--- src/rtl/wdt_pkg.sv ---
`timescale 1ns/1ps
package wdt_pkg;

    localparam int DATA_W = 32;

    // word slots decoded from address bits [3:2]
    localparam logic [1:0] SLOT_CTL0 = 2'd0;
    localparam logic [1:0] SLOT_CTL1 = 2'd1;
    localparam logic [1:0] SLOT_TB   = 2'd2;

    // bit positions inside the control/status words
    localparam int BIT_EN2  = 0;
    localparam int BIT_EN1  = 1;
    localparam int BIT_STAT = 2;
    localparam int BIT_RSTF = 3;

    typedef struct packed {
        logic lock;
        logic rst_flag;
        logic state_flag;
        logic en1;
        logic en2;
    } ctl_t;

endpackage

--- src/rtl/wdt_timebase.sv ---
`timescale 1ns/1ps
module wdt_timebase #(
    parameter int TB_W = 32
) (
    input  logic            clk,
    input  logic            rst_n,
    output logic [TB_W-1:0] count
);

    logic [TB_W-1:0] cnt_d, cnt_q;

    always_comb begin
        cnt_d = cnt_q + {{(TB_W-1){1'b0}}, 1'b1};
    end

    always_ff @(posedge clk or negedge rst_n) begin
        if (!rst_n) cnt_q <= '0;
        else        cnt_q <= cnt_d;
    end

    assign count = cnt_q;

endmodule

--- src/rtl/wdt_interval.sv ---
`timescale 1ns/1ps
module wdt_interval #(
    parameter int INTERVAL_LOG2 = 12
) (
    input  logic clk,
    input  logic rst_n,
    input  logic run,
    input  logic restart,
    output logic expire
);

    logic [INTERVAL_LOG2-1:0] cnt_d, cnt_q;

    always_comb begin
        if (!run || restart) cnt_d = '0;
        else                 cnt_d = cnt_q + {{(INTERVAL_LOG2-1){1'b0}}, 1'b1};
        expire = run && !restart && (cnt_q == {INTERVAL_LOG2{1'b1}});
    end

    always_ff @(posedge clk or negedge rst_n) begin
        if (!rst_n) cnt_q <= '0;
        else        cnt_q <= cnt_d;
    end

endmodule

--- src/rtl/wdt_rst_pulse.sv ---
`timescale 1ns/1ps
module wdt_rst_pulse #(
    parameter int RST_W = 1
) (
    input  logic clk,
    input  logic rst_n,
    input  logic fire,
    output logic pulse
);

    localparam int CW = $clog2(RST_W + 1);

    logic [CW-1:0] left_d, left_q;

    always_comb begin
        if (fire)                left_d = CW'(RST_W);
        else if (left_q != '0)   left_d = left_q - {{(CW-1){1'b0}}, 1'b1};
        else                     left_d = '0;
    end

    always_ff @(posedge clk or negedge rst_n) begin
        if (!rst_n) left_q <= '0;
        else        left_q <= left_d;
    end

    assign pulse = (left_q != '0);

endmodule

--- src/rtl/wdt_regs.sv ---
`timescale 1ns/1ps
module wdt_regs
    import wdt_pkg::*;
#(
    parameter bit ENABLE_ONCE = 1'b0
) (
    input  logic       clk,
    input  logic       rst_n,
    input  logic       wr0,
    input  logic       wr1,
    input  logic [3:0] wbits,
    input  logic       expire,
    output ctl_t       ctl,
    output logic       keepalive,
    output logic       fire
);

    ctl_t ctl_d, ctl_q;

    always_comb begin
        ctl_d     = ctl_q;
        keepalive = wr0 && wbits[BIT_STAT];
        fire      = expire && ctl_q.state_flag;

        // enables: a locked enable can only be written to 1
        if (wr0) ctl_d.en1 = wbits[BIT_EN1] | (ctl_q.lock & ctl_q.en1);
        if (wr0 || wr1) ctl_d.en2 = wbits[BIT_EN2] | (ctl_q.lock & ctl_q.en2);

        // lock engages once the watchdog has been running
        ctl_d.lock = ctl_q.lock | (ENABLE_ONCE & (ctl_q.en1 | ctl_q.en2));

        // first stage: keepalive beats a coincident expiry
        if (keepalive)                         ctl_d.state_flag = 1'b0;
        else if (expire && !ctl_q.state_flag)  ctl_d.state_flag = 1'b1;

        // reset-status: a new event beats a coincident clear
        if (fire)                         ctl_d.rst_flag = 1'b1;
        else if (wr0 && wbits[BIT_RSTF])  ctl_d.rst_flag = 1'b0;
    end

    always_ff @(posedge clk or negedge rst_n) begin
        if (!rst_n) ctl_q <= '0;
        else        ctl_q <= ctl_d;
    end

    assign ctl = ctl_q;

endmodule

--- src/rtl/dual_stage_wdog.sv ---
`timescale 1ns/1ps
module dual_stage_wdog
    import wdt_pkg::*;
#(
    parameter int ADDR_W        = 4,
    parameter int INTERVAL_LOG2 = 12,
    parameter int TB_W          = 32,
    parameter int RST_W         = 1,
    parameter bit ENABLE_ONCE   = 1'b0
) (
    input  logic              clk,
    input  logic              rst_n,
    input  logic              bus_wr,
    input  logic [ADDR_W-1:0] bus_addr,
    input  logic [31:0]       bus_wdata,
    output logic [31:0]       bus_rdata,
    output logic              irq,
    output logic              wdog_rst
);

    logic            hi_zero;
    logic [1:0]      slot;
    logic            wr0, wr1;
    logic [TB_W-1:0] tb_count;
    logic            expire, keepalive, fire, run;
    ctl_t            ctl;
    logic            en1, en2, state_flag, rst_flag;
    logic            unused_bits;

    generate
        if (ADDR_W > 4) begin : g_hi
            assign hi_zero = (bus_addr[ADDR_W-1:4] == '0);
        end else begin : g_nohi
            assign hi_zero = 1'b1;
        end
    endgenerate

    assign slot        = bus_addr[3:2];
    assign wr0         = bus_wr && hi_zero && (slot == SLOT_CTL0);
    assign wr1         = bus_wr && hi_zero && (slot == SLOT_CTL1);
    assign unused_bits = ^{bus_wdata[31:4], bus_addr[1:0]};

    wdt_timebase #(.TB_W(TB_W)) u_tb (
        .clk   (clk),
        .rst_n (rst_n),
        .count (tb_count)
    );

    wdt_regs #(.ENABLE_ONCE(ENABLE_ONCE)) u_regs (
        .clk       (clk),
        .rst_n     (rst_n),
        .wr0       (wr0),
        .wr1       (wr1),
        .wbits     (bus_wdata[3:0]),
        .expire    (expire),
        .ctl       (ctl),
        .keepalive (keepalive),
        .fire      (fire)
    );

    assign en1        = ctl.en1;
    assign en2        = ctl.en2;
    assign state_flag = ctl.state_flag;
    assign rst_flag   = ctl.rst_flag;
    assign run        = en1 | en2;

    wdt_interval #(.INTERVAL_LOG2(INTERVAL_LOG2)) u_ivl (
        .clk     (clk),
        .rst_n   (rst_n),
        .run     (run),
        .restart (keepalive),
        .expire  (expire)
    );

    wdt_rst_pulse #(.RST_W(RST_W)) u_pulse (
        .clk   (clk),
        .rst_n (rst_n),
        .fire  (fire),
        .pulse (wdog_rst)
    );

    assign irq = state_flag;

    always_comb begin
        bus_rdata = '0;
        if (hi_zero) begin
            case (slot)
                SLOT_CTL0: begin
                    bus_rdata[BIT_RSTF] = rst_flag;
                    bus_rdata[BIT_STAT] = state_flag;
                    bus_rdata[BIT_EN1]  = en1;
                    bus_rdata[BIT_EN2]  = en2;
                end
                SLOT_CTL1: bus_rdata[BIT_EN2] = en2;
                SLOT_TB:   bus_rdata = DATA_W'(tb_count);
                default:   bus_rdata = '0;
            endcase
        end
    end

endmodule

--- config.mk ---
export PLATFORM = sky130hd
export DESIGN_NAME = dual_stage_wdog
export DESIGN_NICKNAME = d
export VERILOG_FILES = /design/src/rtl/wdt_pkg.sv /design/src/rtl/wdt_timebase.sv /design/src/rtl/wdt_interval.sv /design/src/rtl/wdt_rst_pulse.sv /design/src/rtl/wdt_regs.sv /design/src/rtl/dual_stage_wdog.sv
export SDC_FILE = /design/constraint.sdc
export NUM_CORES = 1
export LEC_CHECK = 0
export ABC_AREA = 1
export BUFFER_PORTS_ARGS = -buffer_cell sky130_fd_sc_hd__buf_2
export CAP_MARGIN = 20
export CORE_ASPECT_RATIO = 0.9
export CORE_MARGIN = 1
export CORE_UTILIZATION = 45
export DETAILED_ROUTE_END_ITERATION = 8
export PLACE_DENSITY = 0.72
export SYNTH_ARGS = -nofsm -noshare
export SYNTH_HDL_FRONTEND = slang
export SYNTH_SLANG_ARGS = --single-unit
export TNS_END_PERCENT = 1
--- constraint.sdc ---
create_clock -name clk -period 1.2 [get_ports clk]
set_input_delay 0.24 -clock clk [delete_from_list [all_inputs] [get_ports clk]]
set_output_delay 0.24 -clock clk [all_outputs]
set_load 0.1 [all_outputs]
==> qor.csv, run 1 <==
stage;metric;value;unit
worst_hold_path;hold_class;input pin to register;
timing;final_max_slew_viol_count;0;
placed_design;dp_cells;550;
worst_setup_path;cp-end-kind;register;
clock_network;clk_pin_slew_worst_paths;0.09;ns
cells_and_area;fillCellCount;427;
clock_network;cts.sinks;49;
timing;period_needed;1.43;ns
clock_network;htreeDepth;2;
detailed_routing;post_drt_via_cell_ratio;4.87;
detailed_routing;drt_wl_total;7280;um
worst_setup_path;worstPathArrival;1.63;ns
timing;whs;0.184;ns
cells_and_area;multi_input_area;1730;sq um
power_and_ir_drop;p_per_area;763;nW/um^2
job;drv_cap;0;
worst_setup_path;regToRegSetupSlack;-0.23;ns
cells_and_area;num_antenna_cells;0;
timing;max-slew-margin-rel;81.8;%
worst_setup_path;cp.required;1.39;ns
clock_network;cts_tree;built;
yosys;synth_cells;396;
status;outcome;finished with violations;
clock_network;clockRootBuffer;clkbuf_8;
worst_setup_path;cp_common_cell;nand2_1;
global_route;grt_antenna_before_repair;0;
cells_and_area;final_area;4470;sq um
yosys;ys_async_sr_fraction;100;%
floorplanning;die_x;86;um
floorplanning;rows;27;
worst_setup_path;critPathMaxFanout;5;
worst_setup_path;crit_path_end;u_tb.count[20]$_DFF_PN0_;
detailed_routing;wire_per_inst;12.8;um
yosys;synth_seq_area_share;42.9;%
global_route;grt_pass1_wl;12300;um
global_route;gr-usage-all-layers;23.2;%
yosys;netlist_area;2860;sq um
worst_setup_path;slowest_stage;dfrtp_1;
clock_network;numCtsBuffers;5;
timing;rsz0062_at_grt;yes;
worst_setup_path;setup.worst_path.start_class;register;
timing;fin_crit_sh;119;%
yosys;synth_cell_types;27;
detailed_routing;firstDrtPassIters;4;
global_route;overflow;0;
cells_and_area;instances_no_fill;567;
worst_setup_path;reg2reg_to;u_tb.count[20]$_DFF_PN0_;
global_route;grt_start_max_net_pins;50;
worst_setup_path;timing.rr.start;u_tb.count[0]$_DFF_PN0_;
detailed_routing;drtIter0Drc;188;
worst_setup_path;crit_start;u_tb.count[0]$_DFF_PN0_;
placed_design;globalplace.congestion;0.925;
yosys;synth_area_per_cell;7.22;sq um
floorplanning;io_pins;73;
worst_setup_path;path_class;register to register;
cells_and_area;regArea;1230;sq um
cells_and_area;final_layout_size_suffix_gt1_share;40.8;%
yosys;yosys_register_bits;49;
status;violations;negative setup slack;
detailed_routing;ant_nets;0;
timing;timing.final.ws_setup;-0.234;ns
timing;tns;-7.74;ns
timing;clock_skew;0.0177;ns
cells_and_area;nNetsFinal;520;
yosys;synth_nets;437;
cells_and_area;area_growth;56.3;%
floorplanning;die_h;77.6;um
timing;finalHoldViolCount;0;
yosys;synth_flop_cell;dfrtp_1;
yosys;yosys_warnings;0;
worst_setup_path;path_cells;ha_2, nand2_2, nor2_4, nand2_4, nor2_4, nand2_1, nand2_1, nand2_1;
clock_network;clk_path_buf_depth;2;
placed_design;portBuffers;42;
worst_hold_path;min-delay-start;bus_wdata[0];
floorplanning;initial_core_util;46.7;%
floorplanning;core;6110;sq um
floorplanning;die-area;6670;sq um
placed_design;hpwlAfterDp;5290;um
worst_setup_path;slowest_delay;0.39;ns
placed_design;place_area;4190;sq um
global_route;grt_pass1_vias;2766;
detailed_routing;remaining_drc_errors;0;
power_and_ir_drop;p_leak;1.96;nW
detailed_routing;vias;2763;
clock_network;insertion_delay;0.32;ns
timing;fmax;697;MHz
timing;setup_viol;60;
worst_setup_path;r2r_cells;8;
power_and_ir_drop;vdd_ir_drop_max;617;uV
timing;tightest_slew;0.273;ns
yosys;synth_edf_count;0;
-- synthesized netlist by cell type (4+ instances only) --
cell     count  area share (%)
nor2_4       4             1.6
o21ai_0      4            0.70
a21oi_1      4            0.70
dfrtp_1     49              43
nand2_1    119              16
nor2_2       4            0.88
nor2_1      83              11
inv_1       57             7.5
xor2_1      14             4.3
nand3_1     22             3.9
nand2_4      4             1.6
-- power by group --
part / total (W) / internal (W) / switching, W / leakage (nW)
registers: 0.00181 / 0.00174 / 0.0000720 / 0.654
logic: 0.000590 / 0.000236 / 0.000353 / 1.27
clock network: 0.00101 / 0.000412 / 0.000598 / 0.0374
total: 0.00341 / 0.00238 / 0.00102 / 1.96
-- stage by stage --
step | power (W) | worst slack (ns) | utilization (%)
after floorplan | 0.00215 | -0.379 | -
after global placement | 0.00233 | -0.192 | 68.6
after detailed placement | 0.00236 | -0.203 | 68.6
after CTS | 0.00337 | -0.229 | 71.8
after global routing | 0.00353 | -0.287 | 73.0
final | 0.00341 | -0.234 | 73.0
-- worst max-delay path, delay by kind of cell (launching register included) --
kind                       cells  cell delay (ns)
and+or+nand+nor                7             0.73
DFF                            1             0.39
adders and majority gates      1             0.20
-- kinds of logic (layout without fill, tap and decap cells) --
group	Yosys count	after routing	share of synthesized area, %
AOI/OAI and AO/OA	12	12	2.28
and+or+nand+nor	254	254	40.1
xor gates and xnor gates	16	16	5.43
DFF	49	49	42.9
buffers and inverters	63	147	8.41
adders and majority gates	2	2	0.876
-- registers in the layout, indices dropped and copies added (netlist names) --
| name | flops |
|---|---|
| u_tb.count | 32 |
| u_pulse.pulse | 1 |
| u_ivl.cnt_q | 12 |
| u_regs.ctl | 4 |
-- timing repair --
item / CTS / global route
pin swaps: 8 / 15
gates resized for setup: 24 / 44
buffers inserted: 8 / 0
endpoints found under the hold margin: 49 / 0
endpoints found under the setup margin: 64 / 71
hold buffers: 1 / 0
-- area by class of cell --
cell class,instances,area share [%]
Clock buffer,6,1.63
Tap cell,87,2.44
Inverter,59,4.96
Timing Repair Buffer,80,24.3
Multi-Input combinational cell,284,38.8
Clock inverter,2,0.336
Sequential cell,49,27.6
-- routing by layer --
metal	global-route usage [%]	wire [um]
met1	29.4	3130
met2	40.7	3830
met5	0	0
met3	3.72	241
met4	6.50	81
-- worst min-delay path by stage --
stage / endpoint / depth (start not counted) / slack, ns
final: u_regs.ctl[0]$_DFFE_PN0P_ / 3 / 0.18
after global routing: u_regs.ctl[0]$_DFFE_PN0P_ / 3 / 0.20
after CTS: u_regs.ctl[1]$_DFFE_PN0P_ / 3 / 0.18
after detailed placement: u_tb.count[2]$_DFF_PN0_ / 2 / 0.25
after global placement: u_tb.count[1]$_DFF_PN0_ / 2 / 0.25
after floorplan: u_ivl.cnt_q[0]$_DFF_PN0_ / 0 / -0.06
-- cell usage in the layout (no fill, tap or decap), types with 2 or more instances in the layout --
cell,count
nand4_1,3
buf_2,6
buf_6,9
nor2_8,3
nand2_2,8
nand3b_1,3
nand3_1,22
xor2_1,14
nor2_1,44
inv_1,26
nor2_4,36
buf_12,37
ha_2,2
nor2_2,11
inv_2,33
nand2_4,4
clkinvlp_4,2
xor2_2,2
a21oi_1,4
dfrtp_1,47
buf_4,27
o22ai_4,3
nand2_1,114
clkbuf_8,5
o21ai_1,3
Note: power is estimated with default switching activity, not from simulation.
==> run 2, diff against run 1 <==
CELL_PAD_IN_SITES_DETAIL_PLACEMENT = 1   (was default)
CELL_PAD_IN_SITES_GLOBAL_PLACEMENT = 1   (was default)
CORE_UTILIZATION = 34   (was 45)
PLACE_DENSITY = default   (was 0.72)
PLACE_DENSITY_LB_ADDON = 0.1   (was default)
==> run 2 against run 1 <==
The flow still finishes with violations (negative setup slack). Worst setup slack better by 0.022 ns. Critical path type is now register to primary output. Register-to-register slack improved by 0.02 ns. Combinational power up 5.9%. Clock power up 45%. Cell area rose by 2.1%. Sequential power is essentially flat.
==> qor.csv, run 2 (synthesis gave the netlist of run 1 again) <==
stage;metric;value;unit;change
power_and_ir_drop;vdd_ir_drop_max;691;uV;was 617 uV
global_route;use_met2;33.7;%;was 40.7%
job;drv_cap;0;;unchanged
worst_setup_path;reg2reg_to;u_tb.count[28]$_DFF_PN0_;;was u_tb.count[20]$_DFF_PN0_
detailed_routing;drt_wl_total;7930;um;was 7280 um
worst_setup_path;critPathMaxFanout;3;;was 5
timing;timing.final.ws_setup;-0.212;ns;was -0.234 ns
cells_and_area;final_area;4560;sq um;was 4470 sq um
timing;rsz0062_at_grt;yes;;unchanged
detailed_routing;ant_nets;0;;unchanged
detailed_routing;vias;2757;;was 2763
global_route;grt_pass1_vias;2784;;was 2766
detailed_routing;remaining_drc_errors;0;;unchanged
power_and_ir_drop;fin_total_pwr;0.00392;W;was 0.00341 W
placed_design;place_area;4240;sq um;was 4190 sq um
worst_hold_path;min-delay-start;bus_wdata[0];;unchanged
timing;fin_crit_sh;118;%;was 119%
cells_and_area;final_layout_size_suffix_gt1_share;42.7;%;was 40.8%
global_route;gr-usage-all-layers;19.6;%;was 23.2%
floorplanning;initial_core_util;35.3;%;was 46.7%
floorplanning;die_x;98.6;um;was 86 um
global_route;overflow;0;;unchanged
clock_network;clk_pin_slew_worst_paths;0.11;ns;was 0.09 ns
clock_network;insertion_delay;0.31;ns;was 0.32 ns
cells_and_area;final_common_cell;nand2_1;;unchanged
detailed_routing;drtIter0Drc;60;;was 188
worst_setup_path;crit_buf_inv;2;;was 0
placed_design;portBuffers;42;;unchanged
worst_setup_path;crit_family;flip-flops;;was simple AND/OR/NAND/NOR gates
floorplanning;die-area;8780;sq um;was 6670 sq um
worst_setup_path;slowest_stage;dfrtp_4;;was dfrtp_1
worst_setup_path;path_class;register to primary output;;was register to register
cells_and_area;instances_no_fill;579;;was 567
clock_network;cts.sinks;49;;unchanged
timing;finalHoldViolCount;0;;unchanged
worst_setup_path;setup.worst_path.start_class;register;;unchanged
cells_and_area;nNetsFinal;520;;unchanged
worst_setup_path;r2r_cells;8;;unchanged
worst_setup_path;cp-end-kind;primary output;;was register
floorplanning;rows;31;;was 27
placed_design;dp_cells;566;;was 550
clock_network;cts_tree;built;;unchanged
power_and_ir_drop;p_per_area;860;nW/um^2;was 763 nW/um^2
global_route;grt_antenna_before_repair;0;;unchanged
power_and_ir_drop;p_leak;1.99;nW;was 1.96 nW
detailed_routing;post_drt_via_cell_ratio;4.76;;was 4.87
clock_network;clockRootBuffer;clkbuf_8;;unchanged
status;violations;negative setup slack;;unchanged
worst_setup_path;path_cells;inv_2, o22ai_4, buf_12;;was ha_2, nand2_2, nor2_4, nand2_4, nor2_4, nand2_1, nand2_1, nand2_1
clock_network;htreeDepth;2;;unchanged
global_route;grt_pass1_wl;13400;um;was 12300 um
worst_setup_path;cp.required;0.96;ns;was 1.39 ns
timing;clock_skew;0.0132;ns;was 0.0177 ns
status;outcome;finished with violations;;unchanged
clock_network;numCtsBuffers;5;;unchanged
timing;max-slew-margin-rel;81.3;%;was 81.8%
cells_and_area;most-common-layout-cells;nand2_1 (112), dfrtp_1 (43), nor2_1 (41), nor2_4 (38), buf_12 (37);;was nand2_1 (114), dfrtp_1 (47), nor2_1 (44), buf_12 (37), nor2_4 (36)
detailed_routing;firstDrtPassIters;4;;unchanged
floorplanning;core;8110;sq um;was 6110 sq um
placed_design;hpwlAfterDp;6010;um;was 5290 um
worst_setup_path;worstPathArrival;1.17;ns;was 1.63 ns
worst_setup_path;timing.rr.start;u_tb.count[0]$_DFF_PN0_;;unchanged
floorplanning;die_h;89.0;um;was 77.6 um
timing;fmax;708;MHz;was 697 MHz
global_route;use_met3;2.81;%;was 3.72%
cells_and_area;area_growth;59.5;%;was 56.3%
detailed_routing;wire_per_inst;13.7;um;was 12.8 um
global_route;grt.busiest_layer;met2;;unchanged
cells_and_area;num_antenna_cells;0;;unchanged
timing;tightest_slew;0.281;ns;was 0.273 ns
worst_setup_path;slowest_delay;0.43;ns;was 0.39 ns
worst_setup_path;crit_path_end;bus_rdata[2];;was u_tb.count[20]$_DFF_PN0_
worst_setup_path;critical_path_cell_count;3;;was 8
cells_and_area;largest_reg_flops;32;;unchanged
worst_setup_path;regToRegSetupSlack;-0.21;ns;was -0.23 ns
worst_setup_path;crit_start;u_regs.ctl[2]$_DFFE_PN0P_;;was u_tb.count[0]$_DFF_PN0_
timing;setup_viol;60;;unchanged
floorplanning;io_pins;73;;unchanged
worst_hold_path;hold_class;input pin to register;;unchanged
global_route;grtUsageMet1;26.5;%;was 29.4%
placed_design;globalplace.congestion;0.795;;was 0.925
timing;period_needed;1.41;ns;was 1.43 ns
timing;final_max_slew_viol_count;0;;unchanged
clock_network;clk_path_buf_depth;2;;unchanged
global_route;grt_start_max_net_pins;50;;unchanged
[run 2: cell count changes in the layout (fill, tap and decap cells not counted), sizes merged]
cell      before  now
bufinv         0    2
inv           59   60
clkinvlp       2    0
clkbuf         6    5
[run 2: worst min-delay path: cells and delay by family]
family	cells	cell delay [ns]
buffers and inverters	1	0.08
AOI/OAI and AO/OA	1	0.10
and+or+nand+nor	1	0.03
[run 2: report_power, final]
part	switching (W)	internal (W)	total, W
Combinational	0.000362	0.000263	0.000625
Clock	0.000622	0.000840	0.00146
Sequential	0.0000982	0.00174	0.00183
[run 2: layout make-up]
| class | count | area [sq um] |
|---|---|---|
| Clock inverter | 3 | 68.8 |
| Timing Repair Buffer | 80 | 1070 |
| Multi-Input combinational cell | 284 | 1770 |
| Tap cell | 99 | 124 |
| Inverter | 59 | 221 |
| Fill cell | 956 | 3550 |
| Clock buffer | 5 | 68.8 |
| Sequential cell | 49 | 1240 |
[run 2: worst min path at each step]
stage | to | slack (ns) | cells after the start
2_1_floorplan | u_ivl.cnt_q[0]$_DFF_PN0_ | -0.06 | 0
3_3_place_gp | u_regs.ctl[1]$_DFFE_PN0P_ | 0.25 | 2
3_5_place_dp | u_tb.count[2]$_DFF_PN0_ | 0.25 | 2
4_1_cts | u_regs.ctl[0]$_DFFE_PN0P_ | 0.18 | 3
5_1_grt | u_regs.ctl[0]$_DFFE_PN0P_ | 0.21 | 3
6_report | u_regs.ctl[0]$_DFFE_PN0P_ | 0.18 | 3
[run 2: timing repair]
item                                    CTS  global route
resized for setup                        54            22
hold buffers                              1             0
endpoints found under the setup margin   68            71
pin swaps                                23            15
hold endpoints to repair                 49             0
setup buffers                             4             0
[run 2: through the flow]
step	hold slack, ns	setup slack (ns)	setup TNS, ns	utilization [%]
finish	0.185	-0.212	-7.66	56.2
detailed placement	0.252	-0.223	-9.10	52.3
global placement	0.255	-0.190	-7.21	52.3
floorplan	-0.0556	-0.379	-10.29	-
CTS	0.179	-0.234	-8.19	55.4
global route	0.209	-0.326	-12.21	56.2
[run 2: layer usage]
metal,routed length [um],vias to the layer above
met1,3730,1366
met2,3950,26
met5,0,-
met3,174,5
li1,-,1360
met4,70,0
==> run 3, diff against run 2 <==
CORE_UTILIZATION = 38   (was 34)
GPL_TIMING_DRIVEN = 0   (was default)
clock period = 1.5 ns   (was 1.2 ns; I/O delays follow)
==> run 3 against run 2 <==
The flow still finishes with violations (negative setup slack). Clock skew shrank 0.0092 ns. Critical path depth grew 4. Cell count shrank 6.2%. Utilization grew 2.8 points. Worst setup slack gained 0.12 ns. Flip-flop and latch count is the same. Combinational power shrank 31%. First-iteration DRC count grew 13%. Wire length grew 8.9%. Via count shrank 4.4%. Die area shrank 10%. Hold slack gained 0.061 ns. Critical path type is now input pin to primary output. Largest cell class unchanged.
==> qor.csv, run 3 (synthesis gave the netlist of run 1 again) <==
stage;metric;value;unit;change
status;outcome;finished with violations;;unchanged
status;violations;negative setup slack;;unchanged
power_and_ir_drop;p_per_area;687;nW/um^2;was 860 nW/um^2
clock_network;clockRootBuffer;clkbuf_8;;unchanged
cells_and_area;final_area;4220;sq um;was 4560 sq um
worst_setup_path;regToRegSetupSlack;0.04;ns;was -0.21 ns
global_route;grt_antenna_before_repair;0;;unchanged
job;drv_cap;0;;unchanged
cells_and_area;area_growth;47.5;%;was 59.5%
detailed_routing;firstDrtPassIters;4;;unchanged
cells_and_area;largest_reg_flops;32;;unchanged
worst_setup_path;crit_start;bus_addr[3];;was u_regs.ctl[2]$_DFFE_PN0P_
timing;finalHoldViolCount;0;;unchanged
cells_and_area;nNetsFinal;490;;was 520
cells_and_area;final_common_cell;nand2_1;;unchanged
cells_and_area;num_antenna_cells;0;;unchanged
detailed_routing;ant_nets;0;;unchanged
clock_network;cts_tree;built;;unchanged
timing;final_max_slew_viol_count;0;;unchanged
timing;tightest_slew;0.485;ns;was 0.281 ns
worst_setup_path;path_class;input pin to primary output;;was register to primary output
timing;rsz0062_at_grt;yes;;unchanged
detailed_routing;drt_wl_total;8630;um;was 7930 um
detailed_routing;remaining_drc_errors;0;;unchanged
worst_setup_path;path_cells;buf_8, inv_4, or2_4, buf_12, buf_12, o22ai_4, buf_12;;was inv_2, o22ai_4, buf_12
worst_setup_path;r2r_cells;8;;unchanged
cells_and_area;postLayoutCoreUtil;59.0;%;was 56.2%
global_route;grt_start_max_net_pins;37;;was 50
clock_network;numCtsBuffers;5;;unchanged
floorplanning;io_pins;73;;unchanged
worst_setup_path;crit_path_end;bus_rdata[2];;unchanged
worst_setup_path;slowest_stage;or2_4;;was dfrtp_4
worst_setup_path;setup.worst_path.start_class;input pin;;was register
placed_design;portBuffers;42;;unchanged
global_route;overflow;0;;unchanged
floorplanning;die-area;7870;sq um;was 8780 sq um
floorplanning;rows;29;;was 31
floorplanning;die_h;84.3;um;was 89.0 um
timing;fin_crit_sh;106;%;
clock_network;cts.sinks;49;;unchanged
global_route;grt_pass1_wl;14500;um;was 13400 um
worst_setup_path;worstPathArrival;1.29;ns;was 1.17 ns
timing;clock_skew;0.00392;ns;was 0.0132 ns
cells_and_area;most-common-layout-cells;nand2_1 (119), inv_1 (56), nor2_1 (50), dfrtp_1 (47), buf_12 (37);;was nand2_1 (112), dfrtp_1 (43), nor2_1 (41), nor2_4 (38), buf_12 (37)
detailed_routing;wire_per_inst;15.9;um;was 13.7 um
worst_setup_path;critPathMaxFanout;6;;was 3
timing;max-slew-margin-rel;67.9;%;was 81.3%
power_and_ir_drop;vdd_ir_drop_max;485;uV;was 691 uV
placed_design;hpwlAfterDp;5760;um;was 6010 um
worst_setup_path;timing.rr.start;u_tb.count[1]$_DFF_PN0_;;was u_tb.count[0]$_DFF_PN0_
floorplanning;core;7150;sq um;was 8110 sq um
timing;timing.final.ws_setup;-0.0891;ns;was -0.212 ns
worst_setup_path;cp_common_cell;buf_12;;
placed_design;globalplace.congestion;0.790;;was 0.795
placed_design;dp_slack;-0.389;ns;was -0.223 ns
power_and_ir_drop;p_leak;1.83;nW;was 1.99 nW
worst_hold_path;hold_class;input pin to register;;unchanged
worst_setup_path;reg2reg_to;u_tb.count[20]$_DFF_PN0_;;was u_tb.count[28]$_DFF_PN0_
worst_setup_path;cp-end-kind;primary output;;unchanged
global_route;grt_pass1_vias;2781;;was 2784
worst_setup_path;slowest_delay;0.23;ns;was 0.43 ns
clock_network;htreeDepth;2;;unchanged
placed_design;place_area;3510;sq um;was 4240 sq um
clock_network;clk_path_buf_depth;2;;unchanged
detailed_routing;post_drt_via_cell_ratio;4.86;;was 4.76
clock_network;insertion_delay;0.31;ns;about the same
detailed_routing;drtIter0Drc;68;;was 60
timing;setup_viol;31;;was 60
clock_network;clk_pin_slew_worst_paths;0.09;ns;was 0.11 ns
floorplanning;die_x;93.4;um;was 98.6 um
global_route;gr-usage-all-layers;23.9;%;was 19.6%
cells_and_area;final_layout_size_suffix_gt1_share;27.1;%;was 42.7%
floorplanning;initial_core_util;40.0;%;was 35.3%
timing;fmax;629;MHz;
worst_setup_path;cp.required;1.20;ns;was 0.96 ns
timing;period_needed;1.59;ns;
detailed_routing;vias;2637;;was 2757
-- run 3: changes by cell type in the layout (fill, tap and decap cells not counted), sizes merged --
cell and change:
inv -1, buf -30, bufinv -1, clkbuf +2
-- run 3: metal layers --
layer  track usage, %  up-vias  part of all wire (%)
li1                 -     1293                     -
met1             32.5     1282                    46
met2             40.3       45                    49
met3             3.26       17                   3.0
met4             5.45        0                   2.0
met5                0        -                     0
-- run 3: layout make-up --
type | instances | area [sq um]
well taps | 93 | 116
clock inverters | 1 | 30.0
plain buffers | 4 | 80.1
multi-input cells | 284 | 1680
clock buffers | 7 | 86.3
fillers | 826 | 2930
flip-flops and latches | 49 | 1230
repair buffers | 46 | 772
inverters | 59 | 224
-- run 3: per-stage QoR --
stage	hold slack (ns)	total power [W]	cells	TNS, ns
6_report	0.246	0.00289	543	-1.78
5_1_grt	0.263	0.00302	543	-2.84
4_1_cts	0.228	0.00291	543	-2.21
3_5_place_dp	0.240	0.00184	532	-10.99
3_3_place_gp	0.451	0.00181	531	-10.58
2_1_floorplan	0.00441	0.00172	396	-4.07
-- run 3: worst max-delay path: cells and delay by family --
kind / cells / cell delay (ns)
AO/OA/AOI/OAI: 1 / 0.14
buffers and inverters: 5 / 0.62
AND/OR/NAND/NOR: 1 / 0.23
-- run 3: power by group --
part           internal [W]  total [W]  switching (W)
Sequential          0.00139    0.00144      0.0000531
Combinational      0.000167   0.000434       0.000267
Clock              0.000545    0.00102       0.000474
-- run 3: repair_timing --
| action | in CTS | in global routing |
|---|---|---|
| cloned | 1 | 0 |
| pin swaps | 4 | 2 |
| setup buffers | 1 | 0 |
| endpoints found under the hold margin | 13 | 0 |
| endpoints found under the setup margin | 32 | 47 |
| resized for setup | 138 | 14 |
| hold buffers | 1 | 0 |
-- run 3: worst min-delay path by stage --
stage | from | to | slack, ns | cells past startpoint
floorplan | rst_n | u_ivl.cnt_q[0]$_DFF_PN0_ | 0.004 | 0
global placement | u_ivl.cnt_q[0]$_DFF_PN0_ | u_ivl.cnt_q[0]$_DFF_PN0_ | 0.45 | 1
detailed placement | rst_n | u_tb.count[1]$_DFF_PN0_ | 0.24 | 1
CTS | bus_wdata[1] | u_regs.ctl[1]$_DFFE_PN0P_ | 0.23 | 3
global route | bus_wdata[0] | u_regs.ctl[0]$_DFFE_PN0P_ | 0.26 | 3
finish | bus_wdata[1] | u_regs.ctl[1]$_DFFE_PN0P_ | 0.25 | 3
